--- config.mk ---
export PLATFORM = sky130hd
export DESIGN_NAME = dual_issue_dispatch
export DESIGN_NICKNAME = d
export VERILOG_FILES = /design/src/rtl/dsp_pkg.sv /design/src/rtl/dsp_word_split.sv /design/src/rtl/dsp_issue_seq.sv /design/src/rtl/dsp_pc_resolve.sv /design/src/rtl/dsp_event_cnt.sv /design/src/rtl/dual_issue_dispatch.sv
export SDC_FILE = /design/constraint.sdc
export NUM_CORES = 1
export LEC_CHECK = 0
export CORE_MARGIN = 2
export CORE_UTILIZATION = 44
export CTS_BUF_LIST = sky130_fd_sc_hd__clkbuf_4 sky130_fd_sc_hd__clkbuf_8 sky130_fd_sc_hd__clkbuf_16
export DETAILED_ROUTE_END_ITERATION = 12
export GPL_ROUTABILITY_DRIVEN = 1
export GPL_TIMING_DRIVEN = 0
export PLACE_DENSITY = 0.79
export SLEW_MARGIN = 20
export SYNTH_ARGS = -nofsm -noshare
export SYNTH_HDL_FRONTEND = slang
export SYNTH_SLANG_ARGS = --single-unit
export TNS_END_PERCENT = 20
--- constraint.sdc ---
create_clock -name clk_i -period 3.3 [get_ports clk_i]
set_clock_uncertainty 0.1 [all_clocks]
set_input_delay 0.495 -clock clk_i [delete_from_list [all_inputs] [get_ports clk_i]]
set_output_delay 0.495 -clock clk_i [all_outputs]
set_load 0.02 [all_outputs]
--- src/rtl/dsp_pkg.sv ---
package dsp_pkg;
  localparam int WORD_W  = 32;
  localparam int SHORT_W = 15;
  localparam int BODY_W  = 30;

  typedef enum logic [1:0] {
    FMT_LONG = 2'b00,
    FMT_RL   = 2'b01,
    FMT_LR   = 2'b10,
    FMT_PAR  = 2'b11
  } fmt_e;

  typedef enum logic [1:0] {
    ST_IDLE,
    ST_ONE,
    ST_TWO,
    ST_END
  } st_e;

  localparam int EV_CYC    = 0;
  localparam int EV_SKIP   = 1;
  localparam int EV_CFALSE = 2;
  localparam int EV_N      = 3;
endpackage

--- src/rtl/dsp_word_split.sv ---
module dsp_word_split
  import dsp_pkg::*;
(
  input  logic [BODY_W-1:0]  body_i,
  output logic [SHORT_W-1:0] l_slot_o,
  output logic [SHORT_W-1:0] r_slot_o
);
  assign l_slot_o = body_i[2*SHORT_W-1:SHORT_W];
  assign r_slot_o = body_i[SHORT_W-1:0];
endmodule

--- src/rtl/dsp_issue_seq.sv ---
module dsp_issue_seq
  import dsp_pkg::*;
(
  input  logic            clk_i,
  input  logic            rst_ni,
  input  logic            word_valid_i,
  input  fmt_e            fmt_i,
  input  logic            l_test_i,
  input  logic            r_test_i,
  input  logic            l_bad_i,
  input  logic            r_bad_i,
  input  logic            ex_branch_i,
  input  logic            ex_cond_i,
  output logic            ready_o,
  output logic            accept_o,
  output logic            issue_valid_o,
  output logic            issue_long_o,
  output logic            issue_right_o,
  output logic            end_o,
  output logic            illegal_o,
  output logic [EV_N-1:0] ev_o
);
  st_e  st_q, st_d;
  fmt_e fmt_q;
  logic lt_q, rt_q, lb_q, rb_q;
  logic ill_q, ill_d;
  logic is_seq, is_test, first_right, first_bad, second_bad;
  logic in_one, in_two;

  always_comb begin
    is_seq      = (fmt_q == FMT_RL) || (fmt_q == FMT_LR);
    is_test     = (fmt_q == FMT_PAR) && (lt_q || rt_q);
    // left test wins when both slots are test-only
    first_right = (fmt_q == FMT_RL) || ((fmt_q == FMT_PAR) && !lt_q && rt_q);
    first_bad   = (fmt_q == FMT_PAR) ? (lb_q || rb_q) : (first_right ? rb_q : lb_q);
    second_bad  = first_right ? lb_q : rb_q;
    in_one      = (st_q == ST_ONE);
    in_two      = (st_q == ST_TWO);
  end

  assign ready_o       = (st_q == ST_IDLE);
  assign accept_o      = ready_o && word_valid_i;
  assign issue_valid_o = (in_one && !first_bad) || (in_two && !second_bad);
  assign issue_long_o  = issue_valid_o && (fmt_q == FMT_LONG);
  assign issue_right_o = issue_valid_o && !issue_long_o && (in_one ? first_right : !first_right);
  assign end_o         = (st_q == ST_END);
  assign illegal_o     = end_o && ill_q;

  always_comb begin
    st_d  = st_q;
    ill_d = ill_q;
    unique case (st_q)
      ST_IDLE: if (word_valid_i) begin
        st_d  = ST_ONE;
        ill_d = 1'b0;
      end
      ST_ONE: begin
        st_d = ST_END;
        if (first_bad)               ill_d = 1'b1;
        else if (is_seq)  begin if (!ex_branch_i) st_d = ST_TWO; end
        else if (is_test) begin if (ex_cond_i)    st_d = ST_TWO; end
        else if (fmt_q == FMT_PAR)   st_d = ST_TWO;
      end
      ST_TWO: begin
        st_d = ST_END;
        if (second_bad) ill_d = 1'b1;
      end
      default: st_d = ST_IDLE;
    endcase
  end

  always_comb begin
    ev_o            = '0;
    ev_o[EV_CYC]    = accept_o || (in_two && is_seq && !second_bad);
    ev_o[EV_SKIP]   = in_one && !first_bad && is_seq && ex_branch_i;
    ev_o[EV_CFALSE] = in_one && !first_bad && is_test && !ex_cond_i;
  end

  always_ff @(posedge clk_i or negedge rst_ni) begin
    if (!rst_ni) begin
      st_q  <= ST_IDLE;
      ill_q <= 1'b0;
      fmt_q <= FMT_LONG;
      lt_q  <= 1'b0;
      rt_q  <= 1'b0;
      lb_q  <= 1'b0;
      rb_q  <= 1'b0;
    end else begin
      st_q  <= st_d;
      ill_q <= ill_d;
      if (accept_o) begin
        fmt_q <= fmt_i;
        lt_q  <= l_test_i;
        rt_q  <= r_test_i;
        lb_q  <= l_bad_i;
        rb_q  <= r_bad_i;
      end
    end
  end

  assert_long_single_R1: assert property (@(posedge clk_i) disable iff (!rst_ni)
    (issue_valid_o && issue_long_o) |=> (!issue_valid_o && end_o));

  assert_seq_skip_R3: assert property (@(posedge clk_i) disable iff (!rst_ni)
    (in_one && issue_valid_o && is_seq && ex_branch_i) |=> (end_o && !issue_valid_o));

  assert_cond_false_R4: assert property (@(posedge clk_i) disable iff (!rst_ni)
    (in_one && issue_valid_o && is_test && !ex_cond_i) |=> (end_o && !issue_valid_o));

  assert_par_order_R6: assert property (@(posedge clk_i) disable iff (!rst_ni)
    (in_one && issue_valid_o && (fmt_q == FMT_PAR) && !is_test)
      |=> (issue_valid_o && issue_right_o));

  assert_busy_R12: assert property (@(posedge clk_i) disable iff (!rst_ni)
    issue_valid_o |-> !ready_o);

  assert_accept_R12: assert property (@(posedge clk_i) disable iff (!rst_ni)
    accept_o |=> in_one);

  assert_end_R12: assert property (@(posedge clk_i) disable iff (!rst_ni)
    end_o |=> ready_o);
endmodule

--- src/rtl/dsp_pc_resolve.sv ---
module dsp_pc_resolve #(
  parameter int unsigned     PC_W     = 16,
  parameter int unsigned     PSW_W    = 16,
  parameter int unsigned     SM_BIT   = 15,
  parameter logic [PC_W-1:0] TRAP_VEC = PC_W'(32'hFFF4)
) (
  input  logic             end_i,
  input  logic             illegal_i,
  input  logic [PC_W-1:0]  pc_i,
  input  logic             branched_i,
  input  logic [PC_W-1:0]  target_i,
  input  logic             rpt_en_i,
  input  logic [PC_W-1:0]  rpt_start_i,
  input  logic [PC_W-1:0]  rpt_end_i,
  input  logic [PC_W-1:0]  rpt_cnt_i,
  input  logic             dbg_en_i,
  input  logic [PC_W-1:0]  bp_addr_i,
  input  logic [PSW_W-1:0] psw_i,
  output logic [PC_W-1:0]  next_pc_o,
  output logic             loop_o,
  output logic             trap_o,
  output logic [PSW_W-1:0] psw_o,
  output logic [PC_W-1:0]  rpt_cnt_o
);
  localparam logic [PSW_W-1:0] SM_MASK = PSW_W'(1) << SM_BIT;

  logic live;

  always_comb begin
    live   = end_i && !illegal_i;
    trap_o = live && dbg_en_i && (pc_i == bp_addr_i);
    // a branch at the loop end is taken instead of the loop
    loop_o = live && !trap_o && !branched_i && rpt_en_i && (pc_i == rpt_end_i);
    if (illegal_i)       next_pc_o = pc_i;
    else if (trap_o)     next_pc_o = TRAP_VEC;
    else if (branched_i) next_pc_o = target_i;
    else if (loop_o)     next_pc_o = rpt_start_i;
    else                 next_pc_o = pc_i + PC_W'(1);
    psw_o     = trap_o ? (psw_i & SM_MASK) : psw_i;
    rpt_cnt_o = loop_o ? (rpt_cnt_i - PC_W'(1)) : rpt_cnt_i;
  end
endmodule

--- src/rtl/dsp_event_cnt.sv ---
module dsp_event_cnt #(
  parameter int unsigned N = 3,
  parameter int unsigned W = 16
) (
  input  logic                clk_i,
  input  logic                rst_ni,
  input  logic [N-1:0]        ev_i,
  output logic [N-1:0][W-1:0] cnt_o
);
  for (genvar g = 0; g < N; g++) begin : g_cnt
    logic [W-1:0] cnt_q;
    always_ff @(posedge clk_i or negedge rst_ni) begin
      if (!rst_ni)      cnt_q <= '0;
      else if (ev_i[g]) cnt_q <= cnt_q + W'(1);
    end
    assign cnt_o[g] = cnt_q;
  end
endmodule

--- src/rtl/dual_issue_dispatch.sv ---
module dual_issue_dispatch
  import dsp_pkg::*;
#(
  parameter int unsigned     PC_W     = 16,
  parameter int unsigned     PSW_W    = 16,
  parameter int unsigned     SM_BIT   = 15,
  parameter int unsigned     CNT_W    = 16,
  parameter logic [PC_W-1:0] TRAP_VEC = PC_W'(32'hFFF4)
) (
  input  logic              clk_i,
  input  logic              rst_ni,
  input  logic              word_valid_i,
  input  logic [31:0]       word_i,
  input  logic [PC_W-1:0]   pc_i,
  output logic              ready_o,
  input  logic              l_test_i,
  input  logic              r_test_i,
  input  logic              l_bad_i,
  input  logic              r_bad_i,
  output logic              issue_valid_o,
  output logic              issue_long_o,
  output logic              issue_right_o,
  output logic [29:0]       issue_insn_o,
  input  logic              ex_branch_i,
  input  logic [PC_W-1:0]   ex_target_i,
  input  logic              ex_cond_i,
  input  logic              rpt_en_i,
  input  logic [PC_W-1:0]   rpt_start_i,
  input  logic [PC_W-1:0]   rpt_end_i,
  input  logic [PC_W-1:0]   rpt_cnt_i,
  input  logic              dbg_en_i,
  input  logic [PC_W-1:0]   bp_addr_i,
  input  logic [PSW_W-1:0]  psw_i,
  output logic              done_o,
  output logic              illegal_o,
  output logic [PC_W-1:0]   next_pc_o,
  output logic              loop_o,
  output logic [PC_W-1:0]   rpt_cnt_o,
  output logic              trap_o,
  output logic [PSW_W-1:0]  psw_o,
  output logic [CNT_W-1:0]  cyc_cnt_o,
  output logic [CNT_W-1:0]  skip_cnt_o,
  output logic [CNT_W-1:0]  cfalse_cnt_o
);
  logic                         accept;
  logic [EV_N-1:0]              ev;
  logic [EV_N-1:0][CNT_W-1:0]   cnt;
  logic [BODY_W-1:0]            body_q;
  logic [PC_W-1:0]              pc_q;
  logic                         br_q;
  logic [PC_W-1:0]              tgt_q;
  logic [SHORT_W-1:0]           l_slot, r_slot;

  dsp_issue_seq u_seq (
    .clk_i         (clk_i),
    .rst_ni        (rst_ni),
    .word_valid_i  (word_valid_i),
    .fmt_i         (fmt_e'(word_i[WORD_W-1:BODY_W])),
    .l_test_i      (l_test_i),
    .r_test_i      (r_test_i),
    .l_bad_i       (l_bad_i),
    .r_bad_i       (r_bad_i),
    .ex_branch_i   (ex_branch_i),
    .ex_cond_i     (ex_cond_i),
    .ready_o       (ready_o),
    .accept_o      (accept),
    .issue_valid_o (issue_valid_o),
    .issue_long_o  (issue_long_o),
    .issue_right_o (issue_right_o),
    .end_o         (done_o),
    .illegal_o     (illegal_o),
    .ev_o          (ev)
  );

  always_ff @(posedge clk_i or negedge rst_ni) begin
    if (!rst_ni) begin
      body_q <= '0;
      pc_q   <= '0;
      br_q   <= 1'b0;
      tgt_q  <= '0;
    end else if (accept) begin
      body_q <= word_i[BODY_W-1:0];
      pc_q   <= pc_i;
      br_q   <= 1'b0;
      tgt_q  <= '0;
    end else if (issue_valid_o && ex_branch_i) begin
      br_q   <= 1'b1;
      tgt_q  <= ex_target_i;
    end
  end

  dsp_word_split u_split (
    .body_i   (body_q),
    .l_slot_o (l_slot),
    .r_slot_o (r_slot)
  );

  always_comb begin
    if (!issue_valid_o)    issue_insn_o = '0;
    else if (issue_long_o) issue_insn_o = body_q;
    else                   issue_insn_o = {{(BODY_W-SHORT_W){1'b0}}, (issue_right_o ? r_slot : l_slot)};
  end

  dsp_pc_resolve #(
    .PC_W     (PC_W),
    .PSW_W    (PSW_W),
    .SM_BIT   (SM_BIT),
    .TRAP_VEC (TRAP_VEC)
  ) u_pc (
    .end_i       (done_o),
    .illegal_i   (illegal_o),
    .pc_i        (pc_q),
    .branched_i  (br_q),
    .target_i    (tgt_q),
    .rpt_en_i    (rpt_en_i),
    .rpt_start_i (rpt_start_i),
    .rpt_end_i   (rpt_end_i),
    .rpt_cnt_i   (rpt_cnt_i),
    .dbg_en_i    (dbg_en_i),
    .bp_addr_i   (bp_addr_i),
    .psw_i       (psw_i),
    .next_pc_o   (next_pc_o),
    .loop_o      (loop_o),
    .trap_o      (trap_o),
    .psw_o       (psw_o),
    .rpt_cnt_o   (rpt_cnt_o)
  );

  dsp_event_cnt #(.N(EV_N), .W(CNT_W)) u_cnt (
    .clk_i  (clk_i),
    .rst_ni (rst_ni),
    .ev_i   (ev),
    .cnt_o  (cnt)
  );

  assign cyc_cnt_o    = cnt[EV_CYC];
  assign skip_cnt_o   = cnt[EV_SKIP];
  assign cfalse_cnt_o = cnt[EV_CFALSE];

  assert_loop_only_done_R8: assert property (@(posedge clk_i) disable iff (!rst_ni)
    loop_o |-> (done_o && !trap_o && !illegal_o));

  assert_trap_vector_R9: assert property (@(posedge clk_i) disable iff (!rst_ni)
    trap_o |-> (next_pc_o == TRAP_VEC && !loop_o && done_o));

  assert_cyc_step_R10: assert property (@(posedge clk_i) disable iff (!rst_ni)
    (cyc_cnt_o != $past(cyc_cnt_o)) |-> (cyc_cnt_o == $past(cyc_cnt_o) + CNT_W'(1)));

  assert_illegal_hold_R11: assert property (@(posedge clk_i) disable iff (!rst_ni)
    illegal_o |-> (next_pc_o == pc_q && !loop_o && !trap_o));

  assert_illegal_quiet_R11: assert property (@(posedge clk_i) disable iff (!rst_ni)
    illegal_o |=> !issue_valid_o);
endmodule

# Word-level counts from Yosys, hierarchy flattened
# Index checks and enable logic that the tools add are counted.
# word_totals
reg_bits	120
out_inout_bits	134
input_bits	155
wordCells	103
# classes
mux	29
n_addsub	5
n_eq_ne	11
n_reduce_logical	44
# op_table
operator	n
$mux W16	7
$add A16 B1 Y16 const B	4
$mux W30	2
$eq A16 B16 Y1	2
$mux W15	2
$logic_and A1 B1 Y1	24
$sub A16 B1 Y16 const B	1
$mux W1	12
$logic_not A1 Y1	9
$eq A2 B2 Y1 const B	4
$mux W2	4
$logic_or A1 B1 Y1	6
$pmux W2 S3	1
$eq A2 B1 Y1 const B	2
$logic_not A2 Y1	2
$ne A2 B1 Y1 const B	2
$reduce_and A4 Y1	1
$pmux W1 S3	1
$reduce_bool A3 Y1	1
$ne A2 B2 Y1 const B	1
$reduce_bool A2 Y1	1

# Logic depth before layout (Yosys ltp)
# Gate-level depths: netlist of run 1.
# logic_depth
word_depth	16
ltp_mapped	10

# Hierarchy
# From an unflattened synthesis of run 1, not the netlist that was laid out.
# hier_totals
cells_unflattened	780
hier_area_um2	7992.7
# by_module_without_submodules
module	n_inst	area_per_inst_um2	cells_each
dual_issue_dispatch	1	3101.7	243
dsp_event_cnt	1	2075.7	169
dsp_pc_resolve	1	1918.1	268
dsp_issue_seq	1	671.9	70
dsp_word_split	1	225.2	30

# Worst setup path after synthesis of run 1
# Ideal clock, no wire load.
# synth_timing
path_kind	input to output
from	input bp_addr_i[15]
to	output next_pc_o[13]
slack_ns	0.140
t_arrival_ns	2.565
path_stages	6
path_buffers	0
t_required_ns	2.705
path_cell_list	xor2_1 -> or3_2 -> or3_4 -> o211ai_4 -> mux2_2 -> o22ai_1
# synth_between
elab_chain_cells	11
# synth_rtl
element	line	source
from (decl)	dual_issue_dispatch.sv:32	input logic [PC_W-1:0] bp_addr_i,
$eq A16 B16 Y1 (*)	dsp_pc_resolve.sv:31	trap_o = live && dbg_en_i && (pc_i == bp_addr_i);
$logic_and A1 B1 Y1 (*)	dsp_pc_resolve.sv:31	
$logic_not A1 Y1	dsp_pc_resolve.sv:33	loop_o = live && !trap_o && !branched_i && rpt_en_i && (pc_i == rpt_end_i);
$logic_and A1 B1 Y1 (4 in a row)	dsp_pc_resolve.sv:33	
$mux W16	dsp_pc_resolve.sv:37	else if (loop_o) next_pc_o = rpt_start_i;
$mux W16	dsp_pc_resolve.sv:36	else if (branched_i) next_pc_o = target_i;
$mux W16 (*)	dsp_pc_resolve.sv:35	else if (trap_o) next_pc_o = TRAP_VEC;
$mux W16 (*)	dsp_pc_resolve.sv:34	if (illegal_i) next_pc_o = pc_i;
to (decl)	dual_issue_dispatch.sv:36	output logic [PC_W-1:0] next_pc_o,
# Every way passes the cells marked *; elsewhere a longest branch is shown, timed or not.

# Final worst setup path of run 1
# layout_timing
from	register pc_q[12]
to	output next_pc_o[14]
# layout_between
elab_chain_cells	11
word_cells_on_any_way	13
cone_classes	add/sub (1); eq/ne (2); mux (4); reduce/logical (6)
# layout_rtl
element	line	source
from (decl)	dual_issue_dispatch.sv:49	logic [PC_W-1:0] pc_q;
from (signal assigned)	dual_issue_dispatch.sv:83	pc_q <= pc_i;
parallel branches: the longest is 9 deep, another holds $add A16 B1 Y16	n/a	
$mux W16 (*)	dsp_pc_resolve.sv:35	
$mux W16 (*)	dsp_pc_resolve.sv:34	
# Mark *: on every way between the ends.

==> impl_metrics.yaml, run 1 <==
critical_path:
  worst_path_most_repeated_cell: "buf_6"
  reg2reg_depth: 8
  cp_max_fo: 4
  crit_slowest_cell: "or4_4"
  timing.rr.start: "u_seq.fmt_q[0]"
  cp-end-kind: "output pin"
  crit_buf_inv: 2
  crit_arrival_ns: 2.89
  regToRegEndpoint: "u_cnt.g_cnt[0].cnt_q[14]"
  cpLargestDelayFamily: "simple AND/OR/NAND/NOR gates"
  max_stage_delay_ns: 0.49
  rrSetupSlack_ns: 0.56
  path_cells: "xor2_1, or4_4, or3_4, o211ai_4, buf_6, mux2_4, o22ai_4, buf_6"
  path_class: "flop to output pin"
  start_kind: "flop"
  required_ns: 2.70
clocking:
  clkLatencyLatePin_ns: 0.41
  cts_buffer_depth: 2
  clockRootBuffer: "clkbuf_16"
  htree_levels: 4
  cts_made_buffers: 17
  cts_tree: "built"
  clk_pin_slew_worst_paths_ns: 0.05
  clock-sinks: 120
synth:
  synthFlopType: "dfrtp_1"
  ys_ff_latch: 120
  syn_area_um2: 7150
  netlist_top_cells_area: "dfrtp_1 (42%), mux2_2 (8.7%), xnor2_1 (8.3%)"
  synth_most_common_cell: "dfrtp_1"
  syn_inst: 714
  yosysUniqueCellTypes: 56
  synth_edf_count: 0
  syn_avg_cell_area_um2: 10.0
  ys_seq_area_share_pct: 42.0
  async_flop_share_pct: 100
  netlist_top_cells_count: "dfrtp_1 (120), nor2_1 (72), xnor2_1 (68)"
  synth_top_area_share_pct: 42.0
  synth_top_cell_by_area: "dfrtp_1"
  synth.net_count: 882
  synth_warnings: 0
sta:
  period_minus_slack_ns: 3.48
  fin_crit_sh_pct: 106
  slew_headroom_pct: 52.4
  tns_ns: -2.32
  max_freq_ghz: 0.287
  worst_slew_pin_slew_ns: 0.708
  setup_viol: 31
  grt_setup_unrepaired: "yes"
  hold_viol: 0
  setup_ws_ns: -0.182
  maxSlewViolCount: 0
placement:
  detailed_place.area_um2: 10300
  portBuffers: 287
  place_inst: 1218
  gp_congestion: 0.901
  hpwlAfterDp_um: 17600
die:
  initial_utilization_pct: 45.0
  core-area_um2: 15900
  die-area_um2: 17300
  die_y_um: 132
  fp-row-count: 46
  die_w_um: 132
  ios: 289
routing:
  wirelength_um: 23600
  viasPerCell: 5.23
  initialDrtViolationCount: 301
  drc_errors: 0
  vias: 6659
  drt_first_pass_iters: 6
  wl_per_cell_um: 18.5
  ant_nets: 0
cells_and_area:
  drive_above_1_share_pct: 25.4
  finalInstanceArea_um2: 11400
  instances_no_fill: 1274
  nets: 1212
  syn_to_final_growth_pct: 59.9
global_routing:
  grt_max_degree: 63
  antenna_found_initial: 1
  grt_first_pass_wirelength_um: 36400
  grtUsageTotal_pct: 26.8
  grt_pass1_vias: 6813
  grt_overflow_total: 0
hold_path:
  holdPathStages: 1
  min_to: "u_cnt.g_cnt[1].cnt_q[15]"
  min_path_type: "flop to flop"
  hp-start: "u_cnt.g_cnt[1].cnt_q[15]"
power:
  max-vdd-ir-drop_mv: 0.492
  cellPowerDensity_nw_per_um2: 831
  leakagePower_nw: 5.07
  totalPowerFinal_w: 0.00950
outcome:
  outcome: "finished with violations"
  violations: "setup timing"
run:
  drv_cap: 0
==> where the power goes <==
group	total, W	switching (W)	internal, W
registers	0.00253	0.000558	0.00197
clock network	0.00178	0.000633	0.00114
logic	0.00520	0.00264	0.00256
==> stage by stage <==
step | util (%) | hold slack [ns] | setup slack [ns]
floorplan | - | 0.0994 | 0.140
global placement | 64.8 | 0.368 | -3.21
detailed placement | 65.0 | 0.364 | -0.971
CTS | 70.7 | 0.376 | -0.297
global route | 72.0 | 0.399 | -0.266
finish | 72.0 | 0.372 | -0.182
==> area by class of cell <==
type                            count  area (µm²)
Antenna cell                        1        2.50
Sequential cell                   120        3010
Timing Repair Buffer              322        3010
Fill cell                        1224        4450
Buffer                             30         214
Tap cell                          216         270
Clock inverter                      7        67.6
Multi-Input combinational cell    535        4280
Clock buffer                       25         510
Inverter                           18        68.8
==> repair_timing <==
item,in CTS,in global routing
hold buffers,1,0
endpoints found under the hold margin,58,0
gates cloned,2,0
pin swaps,13,16
resized for setup,374,77
setup buffers,19,12
setup endpoints to repair,82,68
==> per-layer routing <==
layer | vias up | share of wire, % | global-route usage (%)
li1 | 3121 | - | -
met5 | - | 0 | 0
met3 | 55 | 8.7 | 9.65
met4 | 0 | 3.1 | 10.8
met2 | 284 | 51 | 47.1
met1 | 3199 | 37 | 29.4
==> flip-flops by register name, indices dropped and copies added (netlist names), 2 cells and up <==
| name | count |
|---|---|
| u_cnt.g_cnt.cnt_q | 48 |
| body_q | 30 |
| pc_q | 16 |
| tgt_q | 16 |
| u_seq.fmt_q | 2 |
| u_seq.st_q | 2 |
==> how the worst max path moves through the flow <==
stage                        from             to  slack (ns)  cells after the start
finish                   pc_q[12]  next_pc_o[14]       -0.18                      8
global route              pc_q[8]  next_pc_o[14]       -0.27                      8
CTS                       pc_q[3]   next_pc_o[3]       -0.30                     10
detailed placement       rpt_en_i  next_pc_o[11]       -0.97                      8
global placement           rst_ni       pc_q[12]       -3.21                      1
floorplan           bp_addr_i[15]  next_pc_o[13]        0.14                      6
==> worst register-to-register path, cell delays in order (launching register included) <==
cell      delay (ns)
dfrtp_2         0.45
ha_4            0.18
and3b_1         0.21
or3b_4          0.41
a41oi_1         0.56
or3b_2          0.23
clkbuf_1        0.25
nor2_1          0.09
xor2_1          0.15
==> cells in the final DEF, fill, tap and decap left out, types with 6 or more instances in the layout <==
master	n
ha_1	10
dlygate4sd2_1	11
mux2_2	52
dfrtp_1	114
clkdlybuf4s50_1	197
dfrtp_2	6
nor3_1	14
xor2_1	33
clkdlybuf4s15_1	7
nand3_1	19
or3_1	7
buf_6	14
mux2i_1	42
clkbuf_8	7
inv_1	16
o21ai_0	8
and3_1	12
xnor2_2	10
nor2b_1	16
nand2_1	49
clkbuf_1	14
and2_1	18
buf_4	58
nand4_1	22
nor2_1	69
buf_2	28
clkbuf_16	17
nor4_1	8
xnor2_1	58
==> cell families after synthesis <==
group,Yosys count,synth area share [%]
XOR/XNOR,106,13.1
multiplexers,97,14.5
adder cells (fa/ha/maj),13,2.27
AND/OR/NAND/NOR,275,19.9
AO/OA/AOI/OAI,44,4.44
buffers and inverters,59,3.74
flip-flops,120,42.0
No activity file was read; power rests on OpenSTA's default activity.
==> inputs of run 2 (changes only) <==
Clock period 3.3 ns to 4 ns, I/O delays scaled along.
==> run 2 against run 1 <==
  * The flow now finishes without violations
  * Non-clock buffer count decreased by 23
  * Critical path depth up 1
  * Final area shrank 3.1%
  * Combinational power shrank 25%
  * Clock power shrank 17%
  * Worst setup slack better by 0.19 ns
  * Cell count is 1.8% lower
  * Count of clock-buffer cells in the layout stayed put
  * Critical path type is now primary input to output pin
  * Sequential share of layout area is 0.78 points higher
==> impl_metrics.yaml, run 2 (synthesized netlist as in run 1, its figures left out) <==
outcome:
  outcome: "finished, final reports clean"
sta:
  slew_headroom_pct: 52.9
  setup_viol: 0
  worst_slew_pin_slew_ns: 0.701
  fin_crit_sh_pct: 99.8
  tns_ns: 0
  max_freq_ghz: 0.251
  hold_viol: 0
  grt_setup_unrepaired: "yes"
  maxSlewViolCount: 0
  period_minus_slack_ns: 3.99
  setup_ws_ns: 0.00870
critical_path:
  cp.depth: 9
  crit_slowest_cell: "or4_4"
  required_ns: 3.30
  crit_arrival_ns: 3.29
  rrSetupSlack_ns: 1.14
  reg2reg_depth: 8
  cp-end-kind: "output pin"
  cpLargestDelayFamily: "buffers and inverters"
  cp_max_fo: 10
  max_stage_delay_ns: 0.56
  crit_buf_inv: 4
  worst_path_most_repeated_cell: "clkdlybuf4s50_1"
  path_cells: "clkdlybuf4s50_1, xor2_2, or4_4, nor4_4, and2_1, clkbuf_4, buf_4, nor3_1, clkdlybuf4s50_1"
  timing.rr.start: "u_seq.fmt_q[0]"
  start_kind: "primary input"
  regToRegEndpoint: "u_cnt.g_cnt[0].cnt_q[14]"
  path_class: "primary input to output pin"
die:
  fp-row-count: 46
  die_y_um: 132
  die_w_um: 132
  ios: 289
  die-area_um2: 17300
  core-area_um2: 15900
  initial_utilization_pct: 45.0
power:
  p_seq_share_pct: 26.8
  leakagePower_nw: 4.98
  p_switching_w: 0.00296
  p_int_w: 0.00439
  clkPwrFrac_pct: 19.9
  totalPowerFinal_w: 0.00735
  max-vdd-ir-drop_mv: 0.392
  swShare_pct: 40.3
  comb_power_share_pct: 53.2
  cellPowerDensity_nw_per_um2: 664
clocking:
  cts_made_buffers: 17
  clock-sinks: 120
  cts_tree: "built"
  cts_buffer_depth: 2
  clkLatencyLatePin_ns: 0.40
  clockRootBuffer: "clkbuf_16"
  postCtsHoldBufs: 0
  clk_pin_slew_worst_paths_ns: 0.05
  htree_levels: 4
run:
  drv_cap: 0
global_routing:
  grt_first_pass_wirelength_um: 35400
  grtUsageTotal_pct: 26.1
  grt_max_degree: 63
  antenna_found_initial: 1
  grt_pass1_vias: 6633
  grt_overflow_total: 0
routing:
  initialDrtViolationCount: 303
  drc_errors: 0
  drt_first_pass_iters: 4
  vias: 6405
  wirelength_um: 22600
  wl_per_cell_um: 18.1
  viasPerCell: 5.12
  ant_nets: 0
cells_and_area:
  nets: 1189
  regMostFlops: "u_cnt.g_cnt.cnt_q"
  layout_common_cells: "clkdlybuf4s50_1 (234), dfrtp_1 (120), nor2_1 (70)"
  final_common_cell: "clkdlybuf4s50_1"
  drive_above_1_share_pct: 14.0
  syn_to_final_growth_pct: 54.9
  fillers: 1273
  largest_reg_flops: 48
  top_regs: "u_cnt.g_cnt.cnt_q: 48 flops, body_q: 30 flops"
  postLayoutCoreUtil_pct: 69.7
hold_path:
  min_path_type: "primary input to async pin"
placement:
  portBuffers: 287
  hpwlAfterDp_um: 17600
  gp_congestion: 0.901
  dp_slack_ns: -0.481
==> run 2: worst max-delay path by stage <==
stage | from | to | slack (ns)
after floorplan | bp_addr_i[15] | next_pc_o[13] | 0.63
after global placement | rst_ni | pc_q[12] | -2.61
after detailed placement | rpt_en_i | next_pc_o[11] | -0.48
after CTS | rpt_en_i | next_pc_o[5] | -0.12
after global routing | bp_addr_i[8] | loop_o | -0.07
final | bp_addr_i[8] | loop_o | 0.009
==> run 2: timing repair <==
action                                  in CTS  in global routing
gates resized for setup                     68                 44
pin swaps                                    2                  3
endpoints found under the setup margin      74                 53
buffers inserted                             2                  2
==> run 2: through the flow <==
stage	std cells	instance area [µm²]	hold WS [ns]
6_report	1251	11100	0.0654
5_1_grt	1250	11100	0.101
4_1_cts	1250	11000	0.0799
3_5_place_dp	1218	10300	0.364
3_3_place_gp	1217	10300	0.368
2_1_floorplan	714	7150	0.204
==> run 2: routing by layer <==
| metal | share of wire [%] | global-route usage (%) | routed length (µm) | vias to the layer above |
|---|---|---|---|---|
| li1 | - | - | - | 3072 |
| met1 | 37 | 28.5 | 8470 | 3048 |
| met2 | 51 | 46.3 | 11600 | 246 |
| met3 | 8.5 | 9.72 | 1930 | 39 |
| met4 | 2.7 | 9.42 | 619 | 0 |
| met5 | 0 | 0 | 0 | - |
==> run 2: final cells by class <==
cell class	count	area, µm²	area share, %
multi-input cells	535	4010	36.2
flip-flops and latches	120	3000	27.1
repair buffers	292	2940	26.5
clock buffers	25	510	4.61
well taps	216	270	2.44
plain buffers	37	213	1.92
inverters	18	71.3	0.644
clock inverters	7	67.6	0.610
diodes	1	2.50	0.0226
==> run 2: power by group through the flow <==
stage | clock network (W) | logic (W) | registers [W]
after CTS | 0.00149 | 0.00396 | 0.00194
final | 0.00147 | 0.00392 | 0.00197
after global routing | 0.00155 | 0.00422 | 0.00203
after detailed placement | 0 | 0.00395 | 0.00192
after floorplan | 0 | 0.00241 | 0.00189
after global placement | 0 | 0.00390 | 0.00191
==> inputs of run 3 (changes only) <==
Settings changed: PLACE_DENSITY 0.79 to 0.81.
==> run 3 against run 2 <==
  * The flow now finishes with violations (setup timing)
  * First-iteration DRC count decreased by 6.3%
  * Non-clock buffer count increased by 2
  * Count of clock-buffer cells in the layout decreased by 4
  * Sequential power about the same
  * Register-to-register slack got worse by 0.03 ns
  * Via count increased by 2.3%
  * Largest power group unchanged
==> impl_metrics.yaml, run 3 (synthesized netlist as in run 1, its figures left out) <==
outcome:
  outcome: "finished with violations"
  violations: "setup timing"
sta:
  grt_setup_unrepaired: "yes"
  max_freq_ghz: 0.246
  period_minus_slack_ns: 4.06
  fin_crit_sh_pct: 102
  hold_viol: 0
  setup_viol: 3
  slew_headroom_pct: 58.3
  maxSlewViolCount: 0
  worst_slew_pin_slew_ns: 0.621
  setup_ws_ns: -0.0633
global_routing:
  grtUsageTotal_pct: 27.2
  grt_first_pass_wirelength_um: 36900
  grt_max_degree: 72
  grt_overflow_total: 0
  antenna_found_initial: 2
  grt_pass1_vias: 7013
cells_and_area:
  largest_reg_flops: 48
  final_common_cell: "clkdlybuf4s50_1"
  top_regs: "u_cnt.g_cnt.cnt_q: 48 flops, body_q: 30 flops"
  finalInstanceArea_um2: 11100
  layout_common_cells: "clkdlybuf4s50_1 (227), dfrtp_1 (120), nor2_1 (70)"
  nets: 1191
  seqCellArea_um2: 3000
  drive_above_1_share_pct: 14.7
  fillers: 1286
  syn_to_final_growth_pct: 55.4
  multi_input_area_um2: 4010
  regMostFlops: "u_cnt.g_cnt.cnt_q"
routing:
  vias: 6550
  drt_first_pass_iters: 4
  drc_errors: 0
  viasPerCell: 5.22
  wl_per_cell_um: 18.7
  initialDrtViolationCount: 284
  ant_nets: 0
  wirelength_um: 23400
die:
  fp-row-count: 46
  die_w_um: 132
  core-area_um2: 15900
  ios: 289
  die_y_um: 132
  die-area_um2: 17300
  initial_utilization_pct: 45.0
hold_path:
  min_path_type: "primary input to async pin"
placement:
  hpwlAfterDp_um: 18000
  portBuffers: 287
  detailed_place.area_um2: 10300
  gp_congestion: 0.922
clocking:
  cts_made_buffers: 17
  cts_tree: "built"
  clock-sinks: 120
  clockRootBuffer: "clkbuf_16"
  cts_buffer_depth: 2
  clkLatencyLatePin_ns: 0.41
  postCtsHoldBufs: 0
  clk_pin_slew_worst_paths_ns: 0.05
  htree_levels: 4
power:
  leakagePower_nw: 5.14
  cellPowerDensity_nw_per_um2: 668
  totalPowerFinal_w: 0.00742
  max-vdd-ir-drop_mv: 0.446
critical_path:
  cp-startpoint: "bp_addr_i[8]"
  timing.rr.start: "u_seq.fmt_q[0]"
  path_class: "primary input to output pin"
  start_kind: "primary input"
  cp_max_fo: 10
  cp-end-kind: "output pin"
  required_ns: 3.30
  crit_arrival_ns: 3.36
run:
  drv_cap: 0
## run 3: changes by cell type in the layout (fill, tap and decap cells not counted), sizes merged, moves of 2 or more
cell           delta
clkbuf            +6
dlygate4sd2       -7
clkinv            +4
dlymetal6s2s     +12
clkdlybuf4s15     -4
clkdlybuf4s50     -7
buf               -2
## run 3: where the power goes
part / leakage (nW) / switching (W) / internal [W] / total (W)
clock network: 0.286 / 0.000545 / 0.000961 / 0.00151
logic: 3.34 / 0.00213 / 0.00184 / 0.00397
registers: 1.51 / 0.000329 / 0.00162 / 0.00195
total: 5.14 / 0.00300 / 0.00442 / 0.00742
## run 3: worst paths after layout
kind	endpoint	slack, ns	depth (start not counted)
max	next_pc_o[3]	-0.06	10
min	u_cnt.g_cnt[2].cnt_q[10]	0.03	1
max reg2reg	u_cnt.g_cnt[0].cnt_q[10]	1.11	8
min reg2reg	u_cnt.g_cnt[1].cnt_q[15]	0.38	1
max in group asynchronous	body_q[25]	3.05	2
min in group clk_i	u_cnt.g_cnt[1].cnt_q[15]	0.38	1
## run 3: layout make-up
type,count,area share [%]
inverters,18,0.619
diodes,2,0.0450
clock buffers,21,4.21
repair buffers,292,26.5
multi-input cells,535,36.1
plain buffers,39,2.00
well taps,216,2.43
flip-flops and latches,120,27.0
clock inverters,11,1.11
## run 3: critical path, stage by stage
cell	delay (ns)
clkdlybuf4s50_1	0.45
xor2_2	0.19
or4_4	0.57
or3_4	0.38
o211ai_4	0.25
buf_4	0.17
buf_8	0.13
mux2i_1	0.23
o211ai_2	0.11
clkdlybuf4s15_2	0.27
## run 3: layer usage
layer / up-vias / share of wire [%] / wire (µm) / GRT usage [%]
li1: 3093 / - / - / -
met1: 3122 / 36 / 8540 / 28.4
met2: 278 / 50 / 11800 / 47.6
met3: 57 / 8.7 / 2040 / 10.7
met4: 0 / 4.3 / 1010 / 13.7
met5: - / 0 / 0 / 0
## run 3: repair_timing
action,4_1_cts,5_1_grt
cloned,0,0
pin swaps,1,3
setup endpoints to repair,74,55
gates resized for setup,65,66
buffers inserted,4,0
## run 3: stage by stage
step	hold slack, ns	setup WS [ns]	cells	TNS (ns)	utilization, %
after global placement	0.367	-2.47	1217	-304.98	64.8
after floorplan	0.204	0.630	714	0	-
after global routing	0.0498	-0.166	1253	-0.465	70.0
after detailed placement	0.374	-0.436	1218	-11.42	65.0
after CTS	0.0312	-0.177	1253	-1.80	69.5
final	0.0284	-0.0633	1254	-0.0860	70.0
